`config.mk`:
```
export PLATFORM = sky130hd
export DESIGN_NAME = seg_window_mapper
export DESIGN_NICKNAME = d
export VERILOG_FILES = /design/src/rtl/hwm_pkg.sv /design/src/rtl/hwm_seg_regs.sv /design/src/rtl/hwm_seg_match.sv /design/src/rtl/hwm_prio_pick.sv /design/src/rtl/seg_window_mapper.sv
export SDC_FILE = /design/constraint.sdc
export NUM_CORES = 1
export LEC_CHECK = 0
export BUFFER_PORTS_ARGS = -buffer_cell sky130_fd_sc_hd__buf_2
export CAP_MARGIN = 20
export CORE_ASPECT_RATIO = 0.6
export CORE_MARGIN = 2
export CORE_UTILIZATION = 37
export DETAILED_ROUTE_END_ITERATION = 10
export PLACE_DENSITY = 0.58
export SYNTH_ARGS = -nofsm -noshare
export SYNTH_HDL_FRONTEND = slang
export SYNTH_SLANG_ARGS = --single-unit
```
`constraint.sdc`:
```
create_clock -name clk -period 8.4 [get_ports clk]
set_input_delay 0 -clock clk [delete_from_list [all_inputs] [get_ports clk]]
set_output_delay 0 -clock clk [all_outputs]
set_load 0.02 [all_outputs]
```
`src/rtl/hwm_pkg.sv`:
```
package hwm_pkg;
  // Selects which register of a segment a configuration write targets.
  typedef enum logic [1:0] {
    FLD_EXT_BASE   = 2'd0,
    FLD_HOST_START = 2'd1,
    FLD_SPAN       = 2'd2,
    FLD_NONE       = 2'd3
  } cfg_field_e;
endpackage

```
`src/rtl/hwm_seg_regs.sv`:
```
module hwm_seg_regs #(
  parameter int unsigned NSEG   = 8,
  parameter int unsigned IDX_W  = 3,
  parameter int unsigned BASE_W = 24,
  parameter int unsigned PAGE_W = 8
) (
  input  logic                         clk,
  input  logic                         rst_n,
  input  logic                         we,
  input  logic [IDX_W-1:0]             seg,
  input  logic [1:0]                   field,
  input  logic [BASE_W-1:0]            wdata,
  output logic [NSEG-1:0][BASE_W-1:0]  base_q,
  output logic [NSEG-1:0][PAGE_W-1:0]  start_q,
  output logic [NSEG-1:0][PAGE_W-1:0]  span_q
);
  import hwm_pkg::*;

  cfg_field_e fld;
  assign fld = cfg_field_e'(field);

  for (genvar g = 0; g < NSEG; g++) begin : g_seg
    logic sel;
    assign sel = we && (seg == IDX_W'(g));

    always_ff @(posedge clk) begin
      if (!rst_n) begin
        base_q[g]  <= '0;
        start_q[g] <= '0;
        span_q[g]  <= '0;
      end else if (sel) begin
        case (fld)
          FLD_EXT_BASE:   base_q[g]  <= wdata;
          FLD_HOST_START: start_q[g] <= wdata[PAGE_W-1:0];
          FLD_SPAN:       span_q[g]  <= wdata[PAGE_W-1:0];
          default: ;
        endcase
      end
    end
  end
endmodule

```
`src/rtl/hwm_seg_match.sv`:
```
module hwm_seg_match #(
  parameter int unsigned ADDR_W      = 16,
  parameter int unsigned OFF_W       = 8,
  parameter int unsigned BASE_W      = 24,
  parameter int unsigned EXT_AW      = 33,
  parameter int unsigned RSVD_BYTES  = 32'h0010_0000,
  localparam int unsigned PAGE_W     = ADDR_W - OFF_W
) (
  input  logic [ADDR_W-1:0] addr,
  input  logic [BASE_W-1:0] base,
  input  logic [PAGE_W-1:0] start,
  input  logic [PAGE_W-1:0] span,
  output logic              hit,
  output logic [EXT_AW-1:0] ext_addr
);
  logic [PAGE_W-1:0] page;
  logic [PAGE_W:0]   rel;
  logic [ADDR_W-1:0] offs;

  assign page = addr[ADDR_W-1:OFF_W];
  assign rel  = {1'b0, page} - {1'b0, start};
  assign hit  = (span != '0) && (page >= start) && (rel < {1'b0, span});
  assign offs = {rel[PAGE_W-1:0], addr[OFF_W-1:0]};

  assign ext_addr = EXT_AW'(RSVD_BYTES)
                  + EXT_AW'({base, {OFF_W{1'b0}}})
                  + EXT_AW'(offs);
endmodule

```
`src/rtl/hwm_prio_pick.sv`:
```
module hwm_prio_pick #(
  parameter int unsigned NSEG   = 8,
  parameter int unsigned EXT_AW = 33
) (
  input  logic [NSEG-1:0]              hits,
  input  logic [NSEG-1:0][EXT_AW-1:0]  addrs,
  output logic                         any_hit,
  output logic [EXT_AW-1:0]            addr
);
  // Walk from highest to lowest index so the lowest index assigns last.
  always_comb begin
    any_hit = 1'b0;
    addr    = '0;
    for (int i = NSEG - 1; i >= 0; i--) begin
      if (hits[i]) begin
        any_hit = 1'b1;
        addr    = addrs[i];
      end
    end
  end
endmodule

```
`src/rtl/seg_window_mapper.sv`:
```
module seg_window_mapper #(
  parameter int unsigned NSEG       = 8,
  parameter int unsigned ADDR_W     = 16,
  parameter int unsigned OFF_W      = 8,
  parameter int unsigned BASE_W     = 24,
  parameter int unsigned RSVD_BYTES = 32'h0010_0000,
  localparam int unsigned IDX_W     = $clog2(NSEG),
  localparam int unsigned PAGE_W    = ADDR_W - OFF_W,
  localparam int unsigned NPAGES    = 1 << PAGE_W,
  localparam int unsigned EXT_AW    = BASE_W + OFF_W + 1
) (
  input  logic              clk,
  input  logic              rst_n,
  input  logic              cfg_we,
  input  logic [IDX_W-1:0]  cfg_seg,
  input  logic [1:0]        cfg_field,
  input  logic [BASE_W-1:0] cfg_wdata,
  input  logic [NPAGES-1:0] rom_mask,
  input  logic              host_valid,
  output logic              host_ready,
  input  logic [ADDR_W-1:0] host_addr,
  output logic              out_valid,
  input  logic              out_ready,
  output logic              out_hit,
  output logic [EXT_AW-1:0] out_addr
);
  logic [NSEG-1:0][BASE_W-1:0] base_q;
  logic [NSEG-1:0][PAGE_W-1:0] start_q;
  logic [NSEG-1:0][PAGE_W-1:0] span_q;
  logic [NSEG-1:0]             seg_hit;
  logic [NSEG-1:0][EXT_AW-1:0] seg_addr;
  logic                        pick_hit;
  logic [EXT_AW-1:0]           pick_addr;
  logic                        in_rom;
  logic                        accept;

  hwm_seg_regs #(
    .NSEG(NSEG), .IDX_W(IDX_W), .BASE_W(BASE_W), .PAGE_W(PAGE_W)
  ) u_regs (
    .clk(clk), .rst_n(rst_n), .we(cfg_we), .seg(cfg_seg),
    .field(cfg_field), .wdata(cfg_wdata),
    .base_q(base_q), .start_q(start_q), .span_q(span_q)
  );

  for (genvar g = 0; g < NSEG; g++) begin : g_match
    hwm_seg_match #(
      .ADDR_W(ADDR_W), .OFF_W(OFF_W), .BASE_W(BASE_W),
      .EXT_AW(EXT_AW), .RSVD_BYTES(RSVD_BYTES)
    ) u_match (
      .addr(host_addr), .base(base_q[g]), .start(start_q[g]),
      .span(span_q[g]), .hit(seg_hit[g]), .ext_addr(seg_addr[g])
    );
  end

  hwm_prio_pick #(.NSEG(NSEG), .EXT_AW(EXT_AW)) u_pick (
    .hits(seg_hit), .addrs(seg_addr), .any_hit(pick_hit), .addr(pick_addr)
  );

  assign in_rom     = rom_mask[host_addr[ADDR_W-1:OFF_W]];
  assign host_ready = !out_valid || out_ready;
  assign accept     = host_valid && host_ready;

  always_ff @(posedge clk) begin
    if (!rst_n) begin
      out_valid <= 1'b0;
      out_hit   <= 1'b0;
      out_addr  <= '0;
    end else if (accept) begin
      out_valid <= 1'b1;
      out_hit   <= pick_hit && !in_rom;
      out_addr  <= (pick_hit && !in_rom) ? pick_addr : '0;
    end else if (out_ready) begin
      out_valid <= 1'b0;
    end
  end
endmodule

```
# Word level (Yosys, flattened, before mapping)
# Cells that the tools add are included.
[classes]
magnitude_cmp = 17
muxes = 21
n_reduce_logical = 64
add_sub_neg = 24
eq_ne = 9
[ops]
columns = ["op", "n"]
rows = [
  ["2-to-1 mux 33 bit", 9],
  ["adder 21 x 32 -> 33 bit (first input constant)", 8],
  ["adder 33 x 16 -> 33 bit", 8],
  ["< comparator 9 x 8 -> 1 bit", 8],
  ["subtractor 8 x 8 -> 9 bit", 8],
  [">= comparator 8 bit", 8],
  ["nonzero test 8 bit", 8],
  ["AND reduction 2 bit", 24],
  ["logical AND 1 bit", 26],
  ["equality test 3 bit (second input constant)", 4],
  ["2-to-1 mux 1 bit", 11],
  ["< comparator 8 x 9 -> 1 bit (second input constant)", 1],
  ["binary-select mux 1 bit (select 8 bit)", 1],
  ["equality test 3 x 2 -> 1 bit (second input constant)", 2],
  ["equality test 3 x 1 -> 1 bit (second input constant)", 1],
  ["logical NOT 3 bit", 1],
  ["equality test 2 x 1 -> 1 bit (second input constant)", 1],
  ["equality test 2 bit (second input constant)", 1],
  ["logical NOT 1 bit", 2],
  ["logical NOT 2 bit", 1],
  ["nonzero test 2 bit", 1],
  ["logical OR 1 bit", 1],
]
[totals]
out_inout_bits = 36
word_cells = 162
register_bits = 355
input_bits = 306

# Longest topological paths before layout
# Gate-level depths: netlist of run 1.
[logic_depth]
ltp_word = 13
mapped_depth = 23
mapped_depth_nobuf = 19

# Modules after synthesis
# Synthesis of run 1 repeated with hierarchy kept, for this count alone.
[hier_totals]
hier_cells = 3122
area_unflattened_um2 = 27682.8
[by_module_without_submodules]
columns = ["module", "instances", "area_each_um2", "seq_area_each_um2", "cells_each"]
rows = [
  ["hwm_seg_regs", 1, 11594.9, 6406.1, 1100],
  ["hwm_seg_match at g_match[0].u_match ...", 4, 1285.0, 0.0, 176],
  ["seg_window_mapper", 1, 3379.5, 700.7, 269],
  ["hwm_prio_pick", 1, 1959.4, 0.0, 289],
  ["hwm_seg_match at g_match[2].u_match", 1, 1521.5, 0.0, 212],
  ["hwm_seg_match at g_match[1].u_match", 1, 1385.1, 0.0, 183],
  ["hwm_seg_match at g_match[6].u_match", 1, 1358.8, 0.0, 183],
  ["hwm_seg_match at g_match[7].u_match", 1, 1343.8, 0.0, 182],
]

# Least setup slack after synthesis of run 1
# No wires, ideal clock.
[synth_timing]
kind = "input -> register"
start = "input port host_addr[8]"
end = "register out_addr[10]"
n_path_buf = 4
path_stages = 22
setup_slack_ns = 4.001
t_required_ns = 8.313
setup_ns = 0.087
arrival_ns = 4.312
path_cell_list = "buf_6 -> buf_6 -> buf_4 -> inv_1 -> ha_1 -> inv_1 -> fa_1 -> a21o_1 -> a21oi_1 -> o21bai_1 -> a21oi_1 -> xnor2_1 -> ha_1 -> a21o_1 -> a221oi_1 -> o31ai_1 -> a211oi_1 -> o21ai_1 -> clkbuf_1 -> o221ai_1 -> a211oi_1 -> o31ai_1"
[synth_between]
elab_chain_cells = 13
word_cells_on_any_way = 69
classes_between = "add/sub: 16; order compare: 16; mux: 19; reduce/logical: 18"
[synth_lines]
columns = ["item", "line", "text"]
rows = [
  ["start: declaration", "seg_window_mapper.sv:21", "input logic [ADDR_W-1:0] host_addr,"],
  ["parallel branches: the longest is 12 deep, another holds adder 33 x 16 -> 33 bit", "--", ""],
  ["2-to-1 mux 33 bit *", "seg_window_mapper.sv:71", "out_addr <= (pick_hit && !in_rom) ? pick_addr : '0;"],
  ["end signal: assignment", "seg_window_mapper.sv:71", ""],
  ["end: declaration", "seg_window_mapper.sv:25", "output logic [EXT_AW-1:0] out_addr"],
]
# Every way passes the cells marked *. The select of a mux whose other input is x is not followed.
# A chain may end at the register's enable or synchronous reset.

# Worst setup path in the final report of run 1
[layout_timing]
start = "register u_regs.start_q[60] in the netlist's numbering"
end = "register out_addr[28]"
[layout_between]
elab_chain_cells = 13
word_cells_on_any_way = 24
classes_between = "add/sub: 2; order compare: 2; mux: 17; reduce/logical: 3"
[layout_lines]
columns = ["item", "line", "text"]
rows = [
  ["start: declaration", "hwm_seg_regs.sv:14", "output logic [NSEG-1:0][PAGE_W-1:0] start_q,"],
  ["start signal: indexed assignment", "hwm_seg_regs.sv:34", "FLD_HOST_START: start_q[g] <= wdata[PAGE_W-1:0];"],
  ["parallel branches: the longest is 12 deep, another holds adder 33 x 16 -> 33 bit", "--", ""],
  ["2-to-1 mux 33 bit *", "seg_window_mapper.sv:71", ""],
]
# Every way passes the cells marked *.

==> flow_metrics.env, run 1 <==
export IMPL_io_pins=342
export IMPL_chipWidth_microns=349
export IMPL_ctsRootBufferMaster="clkbuf_16"
export IMPL_via_per_inst=5.66
export IMPL_synth_area_leader_cell="dfxtp_1"
export IMPL_setup_violations=0
export IMPL_synth_edf_count=0
export IMPL_cts_buffers=39
export IMPL_yosysWarnings=0
export IMPL_yosysSeqAreaShare_pct=26.9
export IMPL_hold_path_cell_count=3
export IMPL_worstRegToRegCells=16
export IMPL_seqPwrFrac_pct=40.0
export IMPL_synth_simple_area_share_pct=19.7
export IMPL_drc=0
export IMPL_comb_power_share_pct=18.2
export IMPL_grt_overflow_total=0
export IMPL_finalCritPeriodShare_pct=59.7
export IMPL_nNetsFinal=3945
export IMPL_antenna_found_initial=7
export IMPL_netlist_area_sq_mm=0.0264
export IMPL_post_synth_num_cell_types=83
export IMPL_synthTopCellsByArea="dfxtp_1, ha_1, nand2_1"
export IMPL_r2r_end="out_addr[28]"
export IMPL_grtUsageTotal_pct=26.9
export IMPL_p_leak_nw=11.3
export IMPL_status="finished, final reports clean"
export IMPL_floorplan_initialDensity_pct=37.6
export IMPL_p_int_mw=3.01
export IMPL_vias=24800
export IMPL_syn_to_final_growth_pct=14.6
export IMPL_drt_iter0_drc=2473
export IMPL_avgSynthCellArea_sq_um=8.33
export IMPL_synth_compound_area_share_pct=20.2
export IMPL_ir_worst_vdd_v=0.000138
export IMPL_place_gp_congestion=0.985
export IMPL_core_sq_mm=0.0703
export IMPL_fin_crit_ns=5.01
export IMPL_hold_violations=0
export IMPL_wirelength_microns=100000
export IMPL_rsz0062_at_grt="false"
export IMPL_worst_pin_slew_ns=1.19
export IMPL_die_h_microns=211
export IMPL_ys_ff_latch=355
export IMPL_hp_class="in -> reg"
export IMPL_cts_max_level=2
export IMPL_grt_max_degree=224
export IMPL_fmax_mhz=200
export IMPL_critPathLaunchType="flip-flop"
export IMPL_ys_flop_type="dfxtp_1"
export IMPL_setup_tns_ns=0
export IMPL_multiInputGateArea_sq_mm=0.0179
export IMPL_dp_hpwl_microns=75500
export IMPL_die_area_sq_mm=0.0737
export IMPL_crit_required_ns=8.91
export IMPL_critPathKind="reg -> reg"
export IMPL_critical_path_max_fanout=17
export IMPL_clock_skew_ns=0.0226
export IMPL_cts_tree="done"
export IMPL_fillers=6988
export IMPL_grt_pass1_wl_microns=150000
export IMPL_layoutNonFillerInstCount=4389
export IMPL_timing_rr_start="u_regs.start_q[60]"
export IMPL_p_per_area_mw_per_mm2=141
export IMPL_drv_slew=0
export IMPL_routedWlPerCell_microns=22.9
export IMPL_swShare_pct=29.4
export IMPL_dp_cells=4293
export IMPL_synthXorXnorAreaFrac_pct=6.50
export IMPL_drive_gt1_share_pct=15.4
export IMPL_power_switching_mw=1.25
export IMPL_ff_latch_area_sq_mm=0.00711
export IMPL_hp_start="cfg_wdata[0]"
export IMPL_grt_pass1_vias=23200
export IMPL_muxShareOfSynthArea_pct=11.4
export IMPL_clkTransAtPathRegs_ns=0.07
export IMPL_max_cap_viol_count=0
export IMPL_clock_latency_ns=0.58
export IMPL_synthCells=3174
export IMPL_r2r_slack_ns=3.39
export IMPL_clkPwrFrac_pct=41.7
export IMPL_yosysTopAreaCellShare_pct=26.9
export IMPL_min_to="u_regs.base_q[144]"
export IMPL_clockBufferDepth=3
export IMPL_ant_nets=0
export IMPL_synth_fa_ha_area_share_pct=10.0
export IMPL_relSlewSlack_pct=18.5
export IMPL_cts_setup_buffers=0
export IMPL_cts_sink_count=355
export IMPL_firstDrtPassIters=5
export IMPL_crit_arrival_ns=5.52
export IMPL_synth_top_family_by_area="compound AO/OA/AOI/OAI gates"
export IMPL_critPathCaptureType="flip-flop"
export IMPL_syn_nets=3682
export IMPL_io_buffers=341
export IMPL_async_flop_share_pct=0
export IMPL_fp_row_count=75
[flip-flops by register name, indices dropped and copies added (netlist names)]
signal,count
u_regs.base_q,192
u_regs.span_q,64
u_regs.start_q,64
out_hit,1
out_valid,1
out_addr,33
[worst max-delay path by stage]
stage                             from      endpoint  slack, ns  cells past startpoint
finish              u_regs.start_q[60]  out_addr[28]       3.39                     16
global route        u_regs.start_q[56]  out_addr[28]       2.95                     18
CTS                 u_regs.start_q[60]  out_addr[28]       3.51                     16
detailed placement        host_addr[8]  out_addr[28]       2.99                     20
global placement          host_addr[8]  out_addr[28]       3.14                     20
floorplan                 host_addr[8]  out_addr[10]       4.00                     22
[layout make-up]
cell class / instances / share of cell area, %
Antenna cell: 1 / 0.00826
Clock buffer: 58 / 3.69
Clock inverter: 10 / 0.434
Inverter: 180 / 2.23
Multi-Input combinational cell: 2473 / 59.2
Sequential cell: 355 / 23.5
Tap cell: 924 / 3.82
Timing Repair Buffer: 388 / 7.11
[cell families after synthesis]
| family | count (synthesis) |
|---|---|
| compound gates | 756 |
| buf+inv | 346 |
| mux | 213 |
| xor+xnor | 196 |
| flops | 355 |
| simple gates | 1106 |
| fa+ha+maj | 202 |
[critical path: stages (launching register included)]
cell and delay, ns:
dfxtp_1 0.33, inv_1 0.04, ha_1 0.35, a21o_1 0.21, or3_1 0.31, o221ai_1 0.25
a21boi_0 0.40, ha_1 0.34, a41o_1 0.24, a221oi_1 0.20, o31ai_1 0.15, a211oi_1 0.63
o21ai_2 0.44, o221ai_1 0.40, a311oi_1 0.22, nor4_1 0.23, a2bb2oi_1 0.20
[metrics by stage]
step / instance area, sq um / util, % / setup slack, ns / hold slack (ns) / power (mW)
6_report: 30300 / 43.1 / 3.39 / 0.0440 / 4.26
5_1_grt: 30300 / 43.1 / 2.95 / 0.0464 / 4.42
4_1_cts: 30300 / 43.1 / 3.51 / 0.0233 / 4.27
3_5_place_dp: 28800 / 40.9 / 2.99 / 0.217 / 2.49
3_3_place_gp: 28800 / 40.9 / 3.14 / 0.213 / 2.49
2_1_floorplan: 26400 / - / 4.00 / 0.126 / 2.21
[synth_stat cells (38+ instances only)]
master    count
dfxtp_1     355
nand4_1      38
clkbuf_1    131
ha_1        186
nand2_1     521
xor2_1       82
o21a_1       43
a211oi_1     38
nor2_1      146
inv_1       179
o21ai_0      88
a21oi_1     111
nand3_1      52
xnor2_1     114
nor3_1       47
a21boi_0    200
nor2b_1     161
mux2i_1     138
mux4_2       71
[what timing repair did]
action                    CTS  global route
hold endpoints to repair  137             0
gates resized for setup     0             0
hold buffers               26             0
[power groups by stage]
| stage | clock network (mW) | registers, mW | logic (mW) |
|---|---|---|---|
| 2_1_floorplan | 0 | 1.74 | 0.472 |
| 3_5_place_dp | 0 | 1.74 | 0.745 |
| 3_3_place_gp | 0 | 1.74 | 0.747 |
| 4_1_cts | 1.80 | 1.71 | 0.759 |
| 5_1_grt | 1.87 | 1.71 | 0.838 |
| 6_report | 1.78 | 1.71 | 0.777 |
[layer usage]
layer  vias up  GRT usage, %  wire [microns]
met1     11900          42.4           49900
met5         -             0              63
li1      11800             -               -
met4         8          4.15            1390
met2      1035          34.6           37400
met3       102          9.13           11700
[layout by cell type, fill, tap and decap left out, types with 15 or more instances in the layout]
| cell type | instances |
|---|---|
| a211oi_1 | 38 |
| a21boi_0 | 200 |
| a21o_1 | 26 |
| a21oi_1 | 111 |
| a31oi_1 | 19 |
| and3_1 | 18 |
| buf_2 | 338 |
| buf_4 | 21 |
| clkbuf_16 | 40 |
| dfxtp_1 | 355 |
| dlygate4sd3_1 | 26 |
| fa_1 | 16 |
| ha_1 | 186 |
| inv_1 | 179 |
| mux2i_1 | 138 |
| mux4_2 | 71 |
| nand2_1 | 521 |
| nand2b_1 | 17 |
| nand3_1 | 52 |
| nand4_1 | 38 |
| nor2_1 | 141 |
| nor2b_1 | 161 |
| nor3_1 | 47 |
| nor4_1 | 23 |
| o211ai_1 | 23 |
| o21a_1 | 43 |
| o21ai_0 | 88 |
| o21ai_1 | 15 |
| o221ai_1 | 23 |
| o22ai_1 | 15 |
| o31ai_1 | 17 |
| xnor2_1 | 114 |
| xor2_1 | 82 |
Note: power is estimated with default switching activity, not from simulation.
==> run 2, diff against run 1 <==
ABC_AREA = 1   (was not set)
clock period = 5.2 ns   (was 8.4 ns; I/O delays follow)
==> run 2 against run 1 <==
Count of clock-buffer cells in the layout is 6 lower. Final area is 3.0% higher. Synthesized cell count is 35% higher. Worst setup slack worse by 2.7 ns. Global-route usage is 0.62 points lower. Largest cell class unchanged. Fmax is 12% higher. Combinational power is 100% higher. Routed wire length is 2.2% higher. Sequential power is 63% higher. Critical endpoint is now out_addr[24].
==> flow_metrics.env, run 2 <==
export IMPL_firstDrtPassIters=6
export IMPL_via_per_inst=5.29
export IMPL_grt_max_degree=106
export IMPL_clkTransAtPathRegs_ns=0.07
export IMPL_cts_setup_buffers=0
export IMPL_postCtsHoldBufs=29
export IMPL_grtUsageTotal_pct=26.2
export IMPL_ys_flop_type="dfxtp_1"
export IMPL_routedWlPerCell_microns=18.5
export IMPL_drive_gt1_share_pct=10.8
export IMPL_cts_tree="done"
export IMPL_status="finished, final reports clean"
export IMPL_largest_reg_flops=192
export IMPL_largest_register="u_regs.base_q"
export IMPL_syn_nets=4797
export IMPL_r2r_slack_ns=0.71
export IMPL_crit_required_ns=5.63
export IMPL_cts_sink_count=355
export IMPL_diodes=0
export IMPL_seqPwrFrac_pct=37.5
export IMPL_chipWidth_microns=354
export IMPL_io_pins=342
export IMPL_hold_worst_slack_ns=0.0590
export IMPL_power_switching_mw=2.33
export IMPL_antenna_found_initial=0
export IMPL_fmax_mhz=223
export IMPL_clockBufferDepth=3
export IMPL_p_leak_nw=13.5
export IMPL_setup_tns_ns=0
export IMPL_relSlewSlack_pct=27.0
export IMPL_slowest_stage="xnor2_1"
export IMPL_clkPwrFrac_pct=41.2
export IMPL_worst_pin_slew_ns=1.08
export IMPL_nNetsFinal=5043
export IMPL_p_per_area_mw_per_mm2=237
export IMPL_floorplan_initialDensity_pct=37.7
export IMPL_die_h_microns=214
export IMPL_yosysTopAreaCellShare_pct=26.1
export IMPL_io_buffers=341
export IMPL_yosysSeqAreaShare_pct=26.1
export IMPL_hp_class="in -> reg"
export IMPL_postCtsResizedCells=0
export IMPL_syn_to_final_growth_pct=14.6
export IMPL_r2r_end="out_addr[24]"
export IMPL_dp_hpwl_microns=76200
export IMPL_finalCritPeriodShare_pct=86.3
export IMPL_die_area_sq_mm=0.0758
export IMPL_avgSynthCellArea_sq_um=6.35
export IMPL_synth_commonest_cells="nand2_1, inv_1, a21oi_1, o21ai_0, nor2_1"
export IMPL_ctsRootBufferMaster="clkbuf_16"
export IMPL_place_gp_congestion=0.953
export IMPL_post_synth_num_cell_types=45
export IMPL_rsz0062_at_grt="false"
export IMPL_p_int_mw=5.07
export IMPL_yosysMostFrequentCell="nand2_1"
export IMPL_drc=0
export IMPL_synth_edf_count=0
export IMPL_clock_latency_ns=0.57
export IMPL_slowest_delay_ns=0.63
export IMPL_final_common_cell="nand2_1"
export IMPL_ant_nets=0
export IMPL_final_cell_mix="nand2_1, inv_1, a21oi_1, o21ai_0, nor2_1"
export IMPL_grt_pass1_vias=26400
export IMPL_fp_row_count=76
export IMPL_crit_arrival_ns=4.92
export IMPL_critPathLaunchType="flip-flop"
export IMPL_grt_overflow_total=0
export IMPL_drt_iter0_drc=3438
export IMPL_synthCells=4289
export IMPL_path_cells="inv_1 > ha_1 > inv_1 > nor3_1 > a21oi_1 > xnor2_1 > ha_1 > a21oi_1 > a21boi_0 > o21ai_0 > nand2_1 > nand2_1 > nand2_1 > nand2_1 > nand2_1 > nor2_1 > nor2_1 > nand2_1 > nand3_1 > nand2_1 > nand2_1 > nand2_1 > nand2_1 > a21oi_1"
export IMPL_timing_rr_start="u_regs.start_q[34]"
export IMPL_grt_pass1_wl_microns=158000
export IMPL_async_flop_share_pct=0
export IMPL_critical_path_max_fanout=4
export IMPL_cts_buffers=38
export IMPL_hold_violations=0
export IMPL_worst_path_most_repeated_cell="nand2_1"
export IMPL_reg_top3="u_regs.base_q: 192 flops, u_regs.span_q: 64 flops, u_regs.start_q: 64 flops"
export IMPL_fin_crit_ns=4.49
export IMPL_startpoint="u_regs.start_q[34]"
export IMPL_ys_ff_latch=355
export IMPL_postLayoutCoreUtil_pct=43.2
export IMPL_crit_path_end="out_addr[24]"
export IMPL_critPathKind="reg -> reg"
export IMPL_swShare_pct=31.5
export IMPL_clock_skew_ns=0.0266
export IMPL_synthTopCellsByArea="dfxtp_1, nand2_1, a21oi_1"
export IMPL_ir_worst_vdd_v=0.000198
export IMPL_drv_slew=0
export IMPL_vias=29300
export IMPL_worstRegToRegCells=24
export IMPL_critPathCaptureType="flip-flop"
export IMPL_setup_violations=0
export IMPL_core_sq_mm=0.0723
export IMPL_netlist_area_sq_mm=0.0272
export IMPL_wirelength_microns=103000
export IMPL_comb_power_share_pct=21.3
export IMPL_yosysWarnings=0
export IMPL_cts_max_level=2
export IMPL_synth_area_leader_cell="dfxtp_1"
export IMPL_max_cap_viol_count=0
==> run 2: critical path, delay by kind of cell, from the launching register on <==
| kind | cells | cell delay (ns) |
|---|---|---|
| adders and majority gates | 2 | 0.77 |
| DFF | 1 | 0.30 |
| buffers and inverters | 2 | 0.13 |
| AOI/OAI and AO/OA | 5 | 1.26 |
| xor gates and xnor gates | 1 | 0.63 |
| and+or+nand+nor | 14 | 1.25 |
==> run 2: cell families after synthesis <==
kind of cell	after synthesis	synth area share (%)
xor+xnor	153	4.92
fa+ha+maj	202	9.73
simple gates	1714	26.9
buf+inv	725	10.6
flops	355	26.1
compound gates	1140	21.7
==> run 2: power groups by stage <==
| stage | registers [mW] | logic [mW] | clock network [mW] |
|---|---|---|---|
| after floorplan | 2.84 | 0.977 | 0 |
| after global placement | 2.84 | 1.52 | 0 |
| after detailed placement | 2.84 | 1.52 | 0 |
| after CTS | 2.77 | 1.55 | 3.09 |
| after global routing | 2.78 | 1.76 | 3.20 |
| final | 2.78 | 1.58 | 3.04 |
==> run 2: worst min path at each step <==
stage,to,depth (start not counted),from
6_report,u_regs.base_q[49],4,cfg_field[0]
3_5_place_dp,out_addr[3],3,host_addr[3]
2_1_floorplan,out_addr[0],2,host_addr[0]
3_3_place_gp,out_addr[6],3,host_addr[6]
5_1_grt,u_regs.span_q[8],4,cfg_field[0]
4_1_cts,u_regs.base_q[49],4,cfg_field[0]
==> run 2: layout make-up <==
| class | count | area [sq um] |
|---|---|---|
| repair buffers | 414 | 2350 |
| flip-flops and latches | 355 | 7110 |
| multi-input cells | 3209 | 17200 |
| fillers | 7777 | 41100 |
| inverters | 517 | 1940 |
| clock inverters | 15 | 229 |
| clock buffers | 52 | 1100 |
| well taps | 975 | 1220 |
==> run 2: per-stage QoR <==
stage	power, mW	setup WS [ns]	area [sq um]	cells
6_report	7.40	0.713	31200	5537
5_1_grt	7.74	0.154	31200	5537
3_5_place_dp	4.36	0.708	29600	5441
3_3_place_gp	4.35	0.751	29600	5441
2_1_floorplan	3.81	1.63	27200	4289
4_1_cts	7.41	0.839	31200	5537
==> run 2: routing by layer <==
metal | GRT usage, % | part of all wire, % | vias to the layer above
met5 | 0 | 0 | -
met4 | 3.70 | 1.1 | 0
met3 | 6.10 | 10 | 80
met2 | 33.9 | 37 | 1173
met1 | 43.0 | 52 | 13300
li1 | - | - | 14700
